**config.mk**
```make
export PLATFORM = sky130hd
export DESIGN_NAME = serial_pattern_det
export DESIGN_NICKNAME = d
export VERILOG_FILES = /design/src/rtl/sp_pkg.sv /design/src/rtl/sp_len_decode.sv /design/src/rtl/sp_window_cmp.sv /design/src/rtl/sp_fill_gate.sv /design/src/rtl/serial_pattern_det.sv
export SDC_FILE = /design/constraint.sdc
export NUM_CORES = 1
export LEC_CHECK = 0
export BUFFER_PORTS_ARGS = -buffer_cell sky130_fd_sc_hd__buf_2
export CAP_MARGIN = 20
export CORE_UTILIZATION = 47
export DETAILED_ROUTE_END_ITERATION = 10
export PLACE_DENSITY = 0.79
export SKIP_CTS_REPAIR_TIMING = 1
export SYNTH_ARGS = -nofsm -noshare
export SYNTH_HDL_FRONTEND = slang
export SYNTH_SLANG_ARGS = --single-unit
```
**constraint.sdc**
```tcl
create_clock -name clk -period 2.3 [get_ports clk]
set_input_delay 0.345 -clock clk [delete_from_list [all_inputs] [get_ports clk]]
set_output_delay 0.345 -clock clk [all_outputs]
set_load 0.005 [all_outputs]
```
**src/rtl/sp_pkg.sv**
```systemverilog
package sp_pkg;

    // Restart rule applied after a successful comparison.
    typedef enum logic {
        SP_RESTART_CLEAR = 1'b0,
        SP_RESTART_SLIDE = 1'b1
    } sp_restart_e;

endpackage

```
**src/rtl/sp_len_decode.sv**
```systemverilog
// Turns the programmed length into a per-position "inside window" vector
// and a flag telling whether the length is usable at all.
module sp_len_decode #(
    parameter int MAX_LEN = 16,
    parameter int LEN_W   = $clog2(MAX_LEN + 1)
) (
    input  logic [LEN_W-1:0]   len_i,
    output logic [MAX_LEN-1:0] in_win_o,
    output logic               len_ok_o
);

    for (genvar i = 0; i < MAX_LEN; i++) begin : g_pos
        assign in_win_o[i] = (len_i > LEN_W'(i));
    end

    assign len_ok_o = (len_i != '0) && (len_i <= LEN_W'(MAX_LEN));

endmodule

```
**src/rtl/sp_window_cmp.sv**
```systemverilog
// Masked equality between the candidate window and the pattern.
module sp_window_cmp #(
    parameter int MAX_LEN = 16
) (
    input  logic [MAX_LEN-1:0] window_i,
    input  logic [MAX_LEN-1:0] pat_i,
    input  logic [MAX_LEN-1:0] dc_i,
    input  logic [MAX_LEN-1:0] in_win_i,
    output logic               equal_o
);

    logic [MAX_LEN-1:0] miss;

    for (genvar i = 0; i < MAX_LEN; i++) begin : g_bit
        // A position counts only when inside the length and not masked.
        assign miss[i] = in_win_i[i] & ~dc_i[i] & (window_i[i] ^ pat_i[i]);
    end

    assign equal_o = ~|miss;

endmodule

```
**src/rtl/sp_fill_gate.sv**
```systemverilog
// Decides whether enough bits have been gathered for the candidate window
// (stored bits plus the one arriving now) to span the programmed length.
module sp_fill_gate #(
    parameter int MAX_LEN = 16,
    parameter int LEN_W   = $clog2(MAX_LEN + 1)
) (
    input  logic [LEN_W-1:0] fill_i,
    input  logic [LEN_W-1:0] len_i,
    output logic             ready_o,
    output logic [LEN_W-1:0] fill_inc_o
);

    localparam logic [LEN_W:0] ONE = (LEN_W + 1)'(1);

    assign ready_o    = ({1'b0, fill_i} + ONE) >= {1'b0, len_i};
    assign fill_inc_o = (fill_i == LEN_W'(MAX_LEN)) ? fill_i : fill_i + LEN_W'(1);

endmodule

```
**src/rtl/serial_pattern_det.sv**
```systemverilog
module serial_pattern_det #(
    parameter int MAX_LEN = 16,
    parameter int LEN_W   = $clog2(MAX_LEN + 1)
) (
    input  logic               clk,
    input  logic               rst_n,
    input  logic               bit_in,
    input  logic               bit_vld,
    input  logic [MAX_LEN-1:0] pat_i,
    input  logic [MAX_LEN-1:0] dc_mask,
    input  logic [LEN_W-1:0]   len_i,
    input  logic               ovl_mode,
    output logic               hit_o
);
    import sp_pkg::*;

    // The arriving bit supplies window position 0, so only MAX_LEN-1
    // earlier bits need storing.
    localparam int HIST_W = MAX_LEN - 1;

    typedef struct packed {
        logic [HIST_W-1:0] hist;
        logic [LEN_W-1:0]  fill;
        logic              hit;
    } det_state_t;

    det_state_t st_d, st_q;

    logic [MAX_LEN-1:0] window;
    logic [MAX_LEN-1:0] in_win;
    logic               len_ok;
    logic               equal;
    logic               ready;
    logic [LEN_W-1:0]   fill_inc;
    logic               fire;
    sp_restart_e        restart;

    assign window  = {st_q.hist, bit_in};
    assign restart = sp_restart_e'(ovl_mode);

    sp_len_decode #(.MAX_LEN(MAX_LEN), .LEN_W(LEN_W)) u_len (
        .len_i    (len_i),
        .in_win_o (in_win),
        .len_ok_o (len_ok)
    );

    sp_window_cmp #(.MAX_LEN(MAX_LEN)) u_cmp (
        .window_i (window),
        .pat_i    (pat_i),
        .dc_i     (dc_mask),
        .in_win_i (in_win),
        .equal_o  (equal)
    );

    sp_fill_gate #(.MAX_LEN(MAX_LEN), .LEN_W(LEN_W)) u_fill (
        .fill_i     (st_q.fill),
        .len_i      (len_i),
        .ready_o    (ready),
        .fill_inc_o (fill_inc)
    );

    assign fire = len_ok & ready & equal;

    always_comb begin
        st_d     = st_q;
        st_d.hit = 1'b0;
        if (bit_vld) begin
            st_d.hit = fire;
            if (fire && restart == SP_RESTART_CLEAR) begin
                st_d.hist = '0;
                st_d.fill = '0;
            end else begin
                st_d.hist = window[HIST_W-1:0];
                st_d.fill = fill_inc;
            end
        end
    end

    always_ff @(posedge clk or negedge rst_n) begin
        if (!rst_n) begin
            st_q <= '0;
        end else begin
            st_q <= st_d;
        end
    end

    assign hit_o = st_q.hit;

endmodule

```
==> flow_metrics.env <==
export IMPL_die_area_mm2=0.00357
export IMPL_holdWs_ps=294
export IMPL_io_pin_count=43
export IMPL_min_period_ps=2610
export IMPL_final_cells=276
export IMPL_finalHoldViolations=0
export IMPL_clock_skew_ps=15.6
export IMPL_gr_total_overflow=0
export IMPL_routed_wl_mm=4.11
export IMPL_fmax_ghz=0.383
export IMPL_yosysWarningCount=0
export IMPL_required_ps=2490
export IMPL_yosysSeqAreaShare=0.336
export IMPL_synth_edf_count=0
export IMPL_drt_initial_drc_count=151
export IMPL_failed_checks="negative setup slack"
export IMPL_worstMarginPinSlew_ps=475
export IMPL_cts_num_sinks=21
export IMPL_final_nets=283
export IMPL_synth_cells=175
export IMPL_grt_total_usage=0.224
export IMPL_synth_most_common_cell="inv_1"
export IMPL_wl_per_cell_um=14.9
export IMPL_seq_area_um2=526
export IMPL_slew_violations=0
export IMPL_synth_area_leaders="dfrtp_1 34%, xnor2_1 10%, o22ai_2 8.0%"
export IMPL_ys_seq_elements=21
export IMPL_clock_latency_ps=320
export IMPL_yosysTopAreaCell="dfrtp_1"
export IMPL_async_flop_share=1.00
export IMPL_placedCellCount=269
export IMPL_grt_pass1_vias=1278
export IMPL_hold_path_class="primary input to flip-flop"
export IMPL_globalplace_congestion=0.855
export IMPL_cts_buffers=3
export IMPL_num_vias=1522
export IMPL_place_ws_ps=-238
export IMPL_multi_input_area_um2=983
export IMPL_startpoint_type="flip-flop"
export IMPL_dpl_hpwl_mm=2.95
export IMPL_ant_nets=0
export IMPL_path_clk_slew_ps=140
export IMPL_antenna_cells=0
export IMPL_fp_row_count=20
export IMPL_synth_common_cells="25 x inv_1, 21 x dfrtp_1, 21 x nand2_1"
export IMPL_die_x_um=59.7
export IMPL_initial_core_util=0.504
export IMPL_htree_levels=1
export IMPL_rsz0062_at_grt="true"
export IMPL_fp_dieH_um=59.7
export IMPL_syn_to_final_growth_pct=32.5
export IMPL_clockBufferDepth=2
export IMPL_p_leak_uw=0.000945
export IMPL_fillCellCount=277
export IMPL_drcViolationCount=0
export IMPL_cts_tree="built"
export IMPL_power_density_mw_per_mm2=763
export IMPL_grt_max_degree=23
export IMPL_crit_arrival_ps=2790
export IMPL_final_period_utilization=1.13
export IMPL_worst_setup_path_type="flip-flop to flip-flop"
export IMPL_synth_ff_type="dfrtp_1"
export IMPL_syn_num_nets=225
export IMPL_yosysUniqueCellTypes=38
export IMPL_final_setup_worst_slack_ps=-308
export IMPL_avgSynthCellArea_um2=8.94
export IMPL_endpoint_kind="flip-flop"
export IMPL_finalSetupViolations=20
export IMPL_coreArea_mm2=0.00310
export IMPL_clockRootBuffer="clkbuf_4"
export IMPL_port_buffers=42
export IMPL_dr_pass1_iters=4
export IMPL_cap_violations=0
export IMPL_vdd_drop_max_v=0.000454
export IMPL_grt_first_pass_wirelength_mm=5.75
export IMPL_grt_antenna_before_repair=0
export IMPL_finalPower_uw=1580
export IMPL_status="complete, but fails checks"
export IMPL_drive_gt1_frac=0.397
export IMPL_vias_per_cell=5.51
export IMPL_synthesis_area_mm2=0.00157
export IMPL_slew_headroom=0.683
export IMPL_synth_top_area_share=0.336
export IMPL_path_max_fanout=6
==> path summary, 6_finish.rpt <==
check	slack, ps	start	cells after the start	endpoint
max	-310	st_q[1]	10	st_q[2]
min	290	bit_in	3	st_q[6]
min in group asynchronous	500	rst_n	2	st_q[15]
max in group asynchronous	1460	rst_n	2	hit_o
min reg2reg	580	st_q[11]	2	st_q[12]
max reg2reg	-310	st_q[1]	10	st_q[2]
==> registers in the layout (all words and copies together) (netlist names) <==
name	flops
hit_o	1
st_q	20
==> cell type report <==
type,instances,share of cell area
Timing Repair Buffer,60,0.186
Multi-Input combinational cell,122,0.474
Tap cell,44,0.0266
Clock inverter,1,0.00362
Inverter,25,0.0453
Clock buffer,3,0.0109
Sequential cell,21,0.253
==> cells in the final DEF (no fill, tap or decap), types with 3 or more instances in the layout <==
master    instances
ha_1              4
o22ai_2          12
o32ai_1           4
o21ai_2           3
nand2_1          20
inv_1            25
o211ai_1          3
nor3_1            6
o221ai_1          3
xnor2_1          17
o21ai_0           6
buf_4            13
o22ai_1           6
dfrtp_1          21
buf_2            42
nor2_1            3
clkbuf_4          3
==> per-layer routing <==
layer / vias to the layer above / track usage / wire length [µm]
met4: 0 / 0.0997 / 113
met3: 8 / 0.0216 / 150
met5: - / 0 / 0
li1: 731 / - / -
met1: 736 / 0.300 / 1880
met2: 47 / 0.367 / 1970
==> cell families after synthesis <==
logic type,after synthesis,share of synthesized area
compound gates,49,0.250
xor+xnor,18,0.101
fa+ha+maj,8,0.0640
buf+inv,32,0.0927
flops,21,0.336
simple gates,47,0.157
==> critical path, cell delays in order, from the launching register on <==
cell	delay [ps]
dfrtp_1	420
ha_2	240
nand3_2	110
xnor2_2	150
ha_1	280
o21a_1	160
a211oi_2	100
or4b_4	520
buf_6	160
o211ai_1	190
o221ai_1	150
==> per-stage QoR <==
step,utilization,setup TNS [ps],cell area [µm²]
after global placement,0.615,-3420,1910
final,0.668,-5440,2070
after floorplan,-,-1320,1570
after detailed placement,0.615,-4390,1910
after CTS,0.624,-5110,1940
after global routing,0.668,-7730,2070
==> power by group <==
group / leakage (µW) / internal (µW) / switching (µW)
Clock: 0.0000139 / 66.5 / 128
Combinational: 0.000666 / 440 / 412
Sequential: 0.000265 / 447 / 89.4
Note: power is estimated with default switching activity, not from simulation.
